--- config.mk ---
export PLATFORM = sky130hd
export DESIGN_NAME = ata_pio_strobe_engine
export DESIGN_NICKNAME = d
export VERILOG_FILES = /design/src/rtl/ata_pio_pkg.sv /design/src/rtl/ata_pio_sync.sv /design/src/rtl/ata_pio_cfg_reg.sv /design/src/rtl/ata_pio_timing_sel.sv /design/src/rtl/ata_pio_seq.sv /design/src/rtl/ata_pio_strobe_engine.sv
export SDC_FILE = /design/constraint.sdc
export NUM_CORES = 1
export LEC_CHECK = 0
export ABC_AREA = 0
export CAP_MARGIN = 20
export CORE_ASPECT_RATIO = 0.8
export CORE_MARGIN = 2
export CORE_UTILIZATION = 35
export DETAILED_ROUTE_END_ITERATION = 6
export GPL_TIMING_DRIVEN = 0
export PLACE_DENSITY = 0.63
export SLEW_MARGIN = 10
export SYNTH_ARGS = -nofsm -noshare
export SYNTH_HDL_FRONTEND = slang
export SYNTH_SLANG_ARGS = --single-unit
--- constraint.sdc ---
create_clock -name clk -period 2.2 [get_ports clk]
set_input_delay 0.44 -clock clk [delete_from_list [all_inputs] [get_ports clk]]
set_output_delay 0.44 -clock clk [all_outputs]
set_load 0.005 [all_outputs]
--- src/rtl/ata_pio_pkg.sv ---
package ata_pio_pkg;

  // Timing word layout (fields decoded by the engine)
  localparam int unsigned REG_W    = 16;
  localparam int unsigned EN_BIT   = 15;
  localparam int unsigned CHAN_BIT = 14;
  localparam int unsigned ISP_LSB  = 12;
  localparam int unsigned RTC_LSB  = 8;
  localparam int unsigned CODE_W   = 2;
  localparam int unsigned GRP_W    = 4;
  localparam int unsigned FAST_OFS = 0;
  localparam int unsigned RDY_OFS  = 1;
  localparam int unsigned PF_OFS   = 2;

  typedef struct packed {
    logic pf;
    logic rdy;
    logic fast;
  } drv_ctl_t;

  typedef enum logic [1:0] {
    ST_IDLE = 2'd0,
    ST_ACT  = 2'd1,
    ST_WAIT = 2'd2,
    ST_REC  = 2'd3
  } seq_st_t;

endpackage

--- src/rtl/ata_pio_sync.sv ---
module ata_pio_sync #(
  parameter int unsigned STAGES  = 2,
  parameter logic        RST_VAL = 1'b0
) (
  input  logic clk,
  input  logic rst_n,
  input  logic d,
  output logic q
);
  logic [STAGES-1:0] chain_q;
  logic [STAGES-1:0] chain_d;

  always_comb begin
    chain_d = {chain_q[STAGES-2:0], d};
  end

  always_ff @(posedge clk or negedge rst_n) begin
    if (!rst_n) chain_q <= {STAGES{RST_VAL}};
    else        chain_q <= chain_d;
  end

  assign q = chain_q[STAGES-1];
endmodule

--- src/rtl/ata_pio_cfg_reg.sv ---
module ata_pio_cfg_reg
  import ata_pio_pkg::*;
#(
  parameter int unsigned NUM_DRV = 2
) (
  input  logic                              clk,
  input  logic                              rst_n,
  input  logic                              we,
  input  logic [REG_W-1:0]                  wdata,
  output logic                              port_en,
  output logic                              chan_sec,
  output drv_ctl_t [NUM_DRV-1:0]            drv_ctl,
  output logic [CODE_W-1:0]                 isp_code,
  output logic [CODE_W-1:0]                 rtc_code
);
  logic [REG_W-1:0] word_q;
  logic [REG_W-1:0] word_d;

  always_comb begin
    word_d = word_q;
    if (we) word_d = wdata;
  end

  always_ff @(posedge clk or negedge rst_n) begin
    if (!rst_n) word_q <= '0;
    else        word_q <= word_d;
  end

  assign port_en  = word_q[EN_BIT];
  assign chan_sec = word_q[CHAN_BIT];
  assign isp_code = word_q[ISP_LSB +: CODE_W];
  assign rtc_code = word_q[RTC_LSB +: CODE_W];

  for (genvar g = 0; g < NUM_DRV; g++) begin : g_grp
    assign drv_ctl[g] = '{pf:   word_q[g*GRP_W + PF_OFS],
                          rdy:  word_q[g*GRP_W + RDY_OFS],
                          fast: word_q[g*GRP_W + FAST_OFS]};
  end


  en_follow_chk: assert property (@(posedge clk) disable iff (!rst_n)
    we |=> (port_en == $past(wdata[EN_BIT])) && (chan_sec == $past(wdata[CHAN_BIT])));
endmodule

--- src/rtl/ata_pio_timing_sel.sv ---
module ata_pio_timing_sel
  import ata_pio_pkg::*;
#(
  parameter int unsigned NUM_DRV  = 2,
  parameter int unsigned CNT_W    = 4,
  parameter int unsigned ISP_MAX  = 5,
  parameter int unsigned RTC_MAX  = 4,
  parameter int unsigned SLOW_ACT = 11,
  parameter int unsigned SLOW_REC = 9,
  localparam int unsigned DRV_W   = (NUM_DRV > 1) ? $clog2(NUM_DRV) : 1
) (
  input  logic [DRV_W-1:0]        drv_sel,
  input  drv_ctl_t [NUM_DRV-1:0]  drv_ctl,
  input  logic [CODE_W-1:0]       isp_code,
  input  logic [CODE_W-1:0]       rtc_code,
  output logic [CNT_W-1:0]        act_cnt,
  output logic [CNT_W-1:0]        rec_cnt,
  output logic                    rdy_en
);
  logic [CNT_W-1:0] fast_act;
  logic [CNT_W-1:0] fast_rec;
  logic [CNT_W-1:0] act_arr [NUM_DRV];
  logic [CNT_W-1:0] rec_arr [NUM_DRV];
  logic             rdy_arr [NUM_DRV];

  // Larger code means fewer clocks
  assign fast_act = CNT_W'(ISP_MAX) - CNT_W'(isp_code);
  assign fast_rec = CNT_W'(RTC_MAX) - CNT_W'(rtc_code);

  for (genvar g = 0; g < NUM_DRV; g++) begin : g_drv
    assign act_arr[g] = drv_ctl[g].fast ? fast_act : CNT_W'(SLOW_ACT);
    assign rec_arr[g] = drv_ctl[g].fast ? fast_rec : CNT_W'(SLOW_REC);
    assign rdy_arr[g] = drv_ctl[g].rdy;
  end

  assign act_cnt = act_arr[drv_sel];
  assign rec_cnt = rec_arr[drv_sel];
  assign rdy_en  = rdy_arr[drv_sel];
endmodule

--- src/rtl/ata_pio_seq.sv ---
module ata_pio_seq
  import ata_pio_pkg::*;
#(
  parameter int unsigned DATA_W = 16,
  parameter int unsigned CNT_W  = 4
) (
  input  logic              clk,
  input  logic              rst_n,
  input  logic              port_en,
  input  logic              req_valid,
  input  logic              req_write,
  input  logic [DATA_W-1:0] req_wdata,
  input  logic [CNT_W-1:0]  act_cnt,
  input  logic [CNT_W-1:0]  rec_cnt,
  input  logic              rdy_en,
  input  logic              iordy_s,
  input  logic [DATA_W-1:0] din,
  output logic              dior_n,
  output logic              diow_n,
  output logic [DATA_W-1:0] dout,
  output logic              dout_oe,
  output logic [DATA_W-1:0] rd_data,
  output logic              busy,
  output logic              done,
  output logic              refused
);
  seq_st_t           st_q, st_d;
  logic [CNT_W-1:0]  cnt_q, cnt_d;
  logic [CNT_W-1:0]  rec_q, rec_d;
  logic              rdy_q, rdy_d;
  logic              wr_q, wr_d;
  logic [DATA_W-1:0] dout_q, dout_d;
  logic [DATA_W-1:0] rd_q;
  logic              dior_q, dior_d;
  logic              diow_q, diow_d;
  logic              done_q, done_d;
  logic              ref_q, ref_d;
  logic              rd_load;
  logic              release_now;

  always_comb begin
    st_d        = st_q;
    cnt_d       = cnt_q;
    rec_d       = rec_q;
    rdy_d       = rdy_q;
    wr_d        = wr_q;
    dout_d      = dout_q;
    dior_d      = dior_q;
    diow_d      = diow_q;
    done_d      = 1'b0;
    ref_d       = 1'b0;
    rd_load     = 1'b0;
    release_now = 1'b0;
    unique case (st_q)
      ST_IDLE: begin
        if (req_valid) begin
          if (port_en) begin
            st_d   = ST_ACT;
            cnt_d  = act_cnt - CNT_W'(1);
            rec_d  = rec_cnt;
            rdy_d  = rdy_en;
            wr_d   = req_write;
            if (req_write) dout_d = req_wdata;
            dior_d = req_write;
            diow_d = !req_write;
          end else begin
            ref_d = 1'b1;
          end
        end
      end
      ST_ACT: begin
        if (cnt_q == '0) begin
          if (rdy_q && !iordy_s) st_d = ST_WAIT;
          else                   release_now = 1'b1;
        end else begin
          cnt_d = cnt_q - CNT_W'(1);
        end
      end
      ST_WAIT: begin
        if (iordy_s) release_now = 1'b1;
      end
      ST_REC: begin
        if (cnt_q == '0) begin
          st_d   = ST_IDLE;
          done_d = 1'b1;
        end else begin
          cnt_d = cnt_q - CNT_W'(1);
        end
      end
      default: st_d = ST_IDLE;
    endcase
    if (release_now) begin
      st_d    = ST_REC;
      cnt_d   = rec_q - CNT_W'(1);
      dior_d  = 1'b1;
      diow_d  = 1'b1;
      rd_load = !wr_q;
    end
  end

  always_ff @(posedge clk or negedge rst_n) begin
    if (!rst_n) begin
      st_q   <= ST_IDLE;
      cnt_q  <= '0;
      rec_q  <= '0;
      rdy_q  <= 1'b0;
      wr_q   <= 1'b0;
      dout_q <= '0;
      dior_q <= 1'b1;
      diow_q <= 1'b1;
      done_q <= 1'b0;
      ref_q  <= 1'b0;
    end else begin
      st_q   <= st_d;
      cnt_q  <= cnt_d;
      rec_q  <= rec_d;
      rdy_q  <= rdy_d;
      wr_q   <= wr_d;
      dout_q <= dout_d;
      dior_q <= dior_d;
      diow_q <= diow_d;
      done_q <= done_d;
      ref_q  <= ref_d;
    end
  end

  always_ff @(posedge clk or negedge rst_n) begin
    if (!rst_n)       rd_q <= '0;
    else if (rd_load) rd_q <= din;
  end

  assign dior_n  = dior_q;
  assign diow_n  = diow_q;
  assign dout    = dout_q;
  assign busy    = (st_q != ST_IDLE);
  assign dout_oe = busy && wr_q;
  assign rd_data = rd_q;
  assign done    = done_q;
  assign refused = ref_q;


  strobe_excl_chk: assert property (@(posedge clk) disable iff (!rst_n)
    !(!dior_n && !diow_n));


  refuse_chk: assert property (@(posedge clk) disable iff (!rst_n)
    (st_q == ST_IDLE && req_valid && !port_en) |=> (refused && dior_n && diow_n && !busy));


  done_after_rec_chk: assert property (@(posedge clk) disable iff (!rst_n)
    done |-> ($past(st_q) == ST_REC) && dior_n && diow_n);


  rdy_wait_chk: assert property (@(posedge clk) disable iff (!rst_n)
    (st_q == ST_WAIT && !iordy_s) |=> (st_q == ST_WAIT) && !(dior_n && diow_n));


  rd_hold_chk: assert property (@(posedge clk) disable iff (!rst_n)
    !$stable(rd_data) |-> $rose(dior_n));


  snap_hold_chk: assert property (@(posedge clk) disable iff (!rst_n)
    (st_q != ST_IDLE) |=> (st_q == ST_IDLE) || ($stable(rec_q) && $stable(rdy_q) && $stable(wr_q)));


  oe_rise_chk: assert property (@(posedge clk) disable iff (!rst_n)
    $rose(dout_oe) |-> !diow_n);
endmodule

--- src/rtl/ata_pio_strobe_engine.sv ---
module ata_pio_strobe_engine
  import ata_pio_pkg::*;
#(
  parameter int unsigned NUM_DRV     = 2,
  parameter int unsigned DATA_W      = 16,
  parameter int unsigned CNT_W       = 4,
  parameter int unsigned SLOW_ACT    = 11,
  parameter int unsigned SLOW_REC    = 9,
  parameter int unsigned SYNC_STAGES = 2,
  localparam int unsigned DRV_W      = (NUM_DRV > 1) ? $clog2(NUM_DRV) : 1
) (
  input  logic               clk,
  input  logic               rst_n,
  input  logic               cfg_we,
  input  logic [REG_W-1:0]   cfg_wdata,
  input  logic               req_valid,
  input  logic [DRV_W-1:0]   req_drive,
  input  logic               req_write,
  input  logic [DATA_W-1:0]  req_wdata,
  output logic               busy,
  output logic               done,
  output logic               refused,
  output logic [DATA_W-1:0]  rd_data,
  output logic               port_en,
  output logic               chan_sec,
  output logic [NUM_DRV-1:0] pf_en,
  output logic               dior_n,
  output logic               diow_n,
  input  logic               iordy,
  output logic [DATA_W-1:0]  ata_dout,
  output logic               ata_dout_oe,
  input  logic [DATA_W-1:0]  ata_din
);
  logic                   rst_n_int;
  logic                   iordy_s;
  drv_ctl_t [NUM_DRV-1:0] drv_ctl;
  logic [CODE_W-1:0]      isp_code;
  logic [CODE_W-1:0]      rtc_code;
  logic [CNT_W-1:0]       act_cnt;
  logic [CNT_W-1:0]       rec_cnt;
  logic                   rdy_en;

  // Reset asserts at once, releases on a clock edge
  ata_pio_sync #(.STAGES(2), .RST_VAL(1'b0)) u_rst_sync (
    .clk(clk), .rst_n(rst_n), .d(1'b1), .q(rst_n_int)
  );

  ata_pio_sync #(.STAGES(SYNC_STAGES), .RST_VAL(1'b1)) u_rdy_sync (
    .clk(clk), .rst_n(rst_n_int), .d(iordy), .q(iordy_s)
  );

  ata_pio_cfg_reg #(.NUM_DRV(NUM_DRV)) u_cfg (
    .clk(clk), .rst_n(rst_n_int), .we(cfg_we), .wdata(cfg_wdata),
    .port_en(port_en), .chan_sec(chan_sec), .drv_ctl(drv_ctl),
    .isp_code(isp_code), .rtc_code(rtc_code)
  );

  ata_pio_timing_sel #(
    .NUM_DRV(NUM_DRV), .CNT_W(CNT_W),
    .SLOW_ACT(SLOW_ACT), .SLOW_REC(SLOW_REC)
  ) u_tsel (
    .drv_sel(req_drive), .drv_ctl(drv_ctl),
    .isp_code(isp_code), .rtc_code(rtc_code),
    .act_cnt(act_cnt), .rec_cnt(rec_cnt), .rdy_en(rdy_en)
  );

  ata_pio_seq #(.DATA_W(DATA_W), .CNT_W(CNT_W)) u_seq (
    .clk(clk), .rst_n(rst_n_int), .port_en(port_en),
    .req_valid(req_valid), .req_write(req_write), .req_wdata(req_wdata),
    .act_cnt(act_cnt), .rec_cnt(rec_cnt), .rdy_en(rdy_en),
    .iordy_s(iordy_s), .din(ata_din),
    .dior_n(dior_n), .diow_n(diow_n), .dout(ata_dout), .dout_oe(ata_dout_oe),
    .rd_data(rd_data), .busy(busy), .done(done), .refused(refused)
  );

  for (genvar g = 0; g < NUM_DRV; g++) begin : g_pf
    assign pf_en[g] = drv_ctl[g].pf;
  end


  idle_quiet_chk: assert property (@(posedge clk) disable iff (!rst_n_int)
    !busy |-> dior_n && diow_n && !ata_dout_oe);
endmodule

==> flow_metrics.tcl <==
set metrics [dict create \
    maxSlewViolCount 0 \
    placed_area_um2 3760 \
    endpoint_kind "flop" \
    multi_input_area_um2 1070 \
    synth_edf_count 0 \
    die_y_um 82.1 \
    maxCapViolCount 0 \
    grt_antenna_before_repair 0 \
    gp_congestion 0.762 \
    synth-main-ff-cell "dfrtp_1" \
    yosys.area.top_type "dfrtp_1" \
    ys_seq_area_frac 0.601 \
    ys_ff_latch 64 \
    fillers 649 \
    period_minus_slack_ns 2.22 \
    min_path_type "in -> async" \
    fin_skew_ns 0.00645 \
    hold_violations 0 \
    numCtsBuffers 9 \
    overflow 0 \
    regArea_um2 1610 \
    grt_pass1_vias 1806 \
    clk_path_buf_depth 2 \
    syn_nets 250 \
    start_util 0.361 \
    path_clk_slew_ns 0.07 \
    cts_tree "done" \
    cts_sinks 64 \
    io_buffers 92 \
    grt_max_degree 63 \
    p_per_area_nw_per_um2 1270 \
    syn2layout_area_growth_pct 51.8 \
    p_leak_nw 1.73 \
    finalSetupViolCount 1 \
    drt_wl_total_mm 5.58 \
    detail_route.wl_per_cell_um 13.6 \
    crit_path_start_kind "input port" \
    core_um2 7390 \
    syn_area_um2 2670 \
    io_pins 97 \
    rsz0062_at_grt "yes" \
    worst-endpoint-required_ns 2.42 \
    die_w_um 102 \
    ant_nets 0 \
    ctsRootBufferMaster "clkbuf_8" \
    via_per_inst 4.49 \
    htreeDepth 3 \
    outcome "complete, but fails checks" \
    drc 0 \
    num_rows 28 \
    drt_iter0_markers 58 \
    synthTopCellsByArea "dfrtp_1, mux2_2, dfstp_2, ha_1, mux2i_1" \
    grt_util_all_layers 0.144 \
    max_slew_margin 0.467 \
    worstMarginPinSlew_ns 0.800 \
    drtPass1Iterations 4 \
    timing.final.crit_share 1.01 \
    worstPathMaxFanout 6 \
    holdWs_ns 0.263 \
    clk_latency_ns 0.33 \
    synth_top_area_frac 0.562 \
    synth_cell_type_count 36 \
    layout_setup_ws_ns -0.0184 \
    design_area_um2 4060 \
    dieArea_um2 8350 \
    drive_gt1_frac 0.313 \
    synthArstFlopShare 1.00 \
    nets 360 \
    n_antenna_cell 0 \
    peakVddDrop_mv 0.600 \
    synthCells 189 \
    violations "negative setup slack" \
    grt_pass1_wl_mm 9.03 \
    vias 1838 \
    ys_warn_count 0 \
    critPathKind "in -> reg" \
    clock.fmax_mhz 451 \
    dp_hpwl_mm 3.98 \
    synth.avg_cell_area_um2 14.1 \
    cp_data_arrival_time_ns 2.44 \
]
cells in the final DEF (no fill, tap or decap), drive strengths merged, types with 2 or more instances in the layout:
| master | count |
|---|---|
| o22a | 2 |
| inv | 6 |
| a22o | 2 |
| dfstp | 4 |
| mux2i | 7 |
| nor2b | 2 |
| ha | 6 |
| clkdlybuf4s50 | 92 |
| and3 | 2 |
| dfrtp | 60 |
| mux2 | 45 |
| nand3 | 4 |
| o21ai | 7 |
| clkbuf | 15 |
| nor2 | 5 |
| nand2 | 14 |
| buf | 11 |
| clkinv | 2 |
path summary, 6_finish.rpt:
check                                        end  slack, ns  depth (start not counted)                  start
max reg2reg                       u_seq.cnt_q[2]       0.02                          8          u_seq.st_q[1]
min reg2reg                u_rdy_sync.chain_q[1]       0.36                          0  u_rdy_sync.chain_q[0]
min in group clk           u_rdy_sync.chain_q[1]       0.36                          0  u_rdy_sync.chain_q[0]
max                               u_seq.cnt_q[2]      -0.02                          7              req_drive
max in group asynchronous          u_seq.st_q[0]       1.19                          0  u_rst_sync.chain_q[1]
min                        u_rst_sync.chain_q[1]       0.26                          1                  rst_n
layout make-up:
| class | count | share of cell area |
|---|---|---|
| repair buffers | 100 | 0.242 |
| plain buffers | 5 | 0.00864 |
| inverters | 6 | 0.00555 |
| clock inverters | 3 | 0.00987 |
| flip-flops and latches | 64 | 0.397 |
| well taps | 105 | 0.0324 |
| multi-input cells | 113 | 0.265 |
| clock buffers | 13 | 0.0392 |
per-stage QoR:
| step | setup TNS, ns | total power, mW | worst slack (ns) | utilization | std cells |
|---|---|---|---|---|---|
| global route | -0.134 | 5.48 | -0.0646 | 0.549 | 409 |
| floorplan | 0 | 2.99 | 0.00713 | - | 189 |
| finish | -0.0184 | 5.13 | -0.0184 | 0.549 | 409 |
| detailed placement | -2.89 | 3.98 | -0.311 | 0.509 | 386 |
| global placement | -33.02 | 3.95 | -0.521 | 0.508 | 386 |
| CTS | -0.0230 | 5.06 | -0.0230 | 0.539 | 403 |
critical path: stages:
cell and delay, ns:
clkdlybuf4s50_1 0.52, mux2i_1 0.53, o22a_1 0.28, mux2i_4 0.09
ha_2 0.21, xnor2_2 0.12, mux2_4 0.26
power breakdown:
part,switching (mW),internal (mW),total [mW]
Clock,0.426,0.583,1.01
Combinational,0.768,1.43,2.20
Sequential,0.288,1.64,1.93
cell usage after synthesis (2+ instances only):
cell type / instances
ha_1: 6
nor2_1: 4
inv_1: 6
a22o_1: 2
and3_1: 2
buf_4: 3
nand3_1: 4
mux2i_1: 6
dfstp_2: 4
mux2_2: 45
dfrtp_1: 60
clkbuf_1: 2
nor2b_1: 2
o21ai_0: 7
o22a_1: 2
nand2_1: 14
cell families after synthesis:
group,count (synthesis),share of synthesized area
xor gates and xnor gates,1,0.00328
AOI/OAI and AO/OA,19,0.0581
muxes,52,0.217
adders and majority gates,6,0.0281
buffers and inverters,12,0.0215
and+or+nand+nor,34,0.0689
DFF,64,0.601
other,1,0.00140
timing repair:
action	in CTS	in global routing
hold buffers	0	0
resized for setup	7	4
endpoints found under the setup margin	9	12
setup buffers	2	6
endpoints found under the hold margin	0	0
pin swaps	0	3
sequential cells by signal, indices dropped and copies added (netlist names), 2 cells and up:
name and count:
u_seq.dout 16, u_seq.rd_data 16, u_cfg.word_q 12, u_seq.cnt_q 4, u_seq.rec_q 4, u_rdy_sync.chain_q 2
u_rst_sync.chain_q 2, u_seq.st_q 2
routing by layer:
layer / global-route usage / up-vias / wire [um]
met2: 0.228 / 49 / 2560
met4: 0.0446 / 0 / 72
met3: 0.0589 / 6 / 322
met1: 0.183 / 900 / 2620
li1: - / 883 / -
met5: 0 / - / 0
No activity file was read; power rests on OpenSTA's default activity.
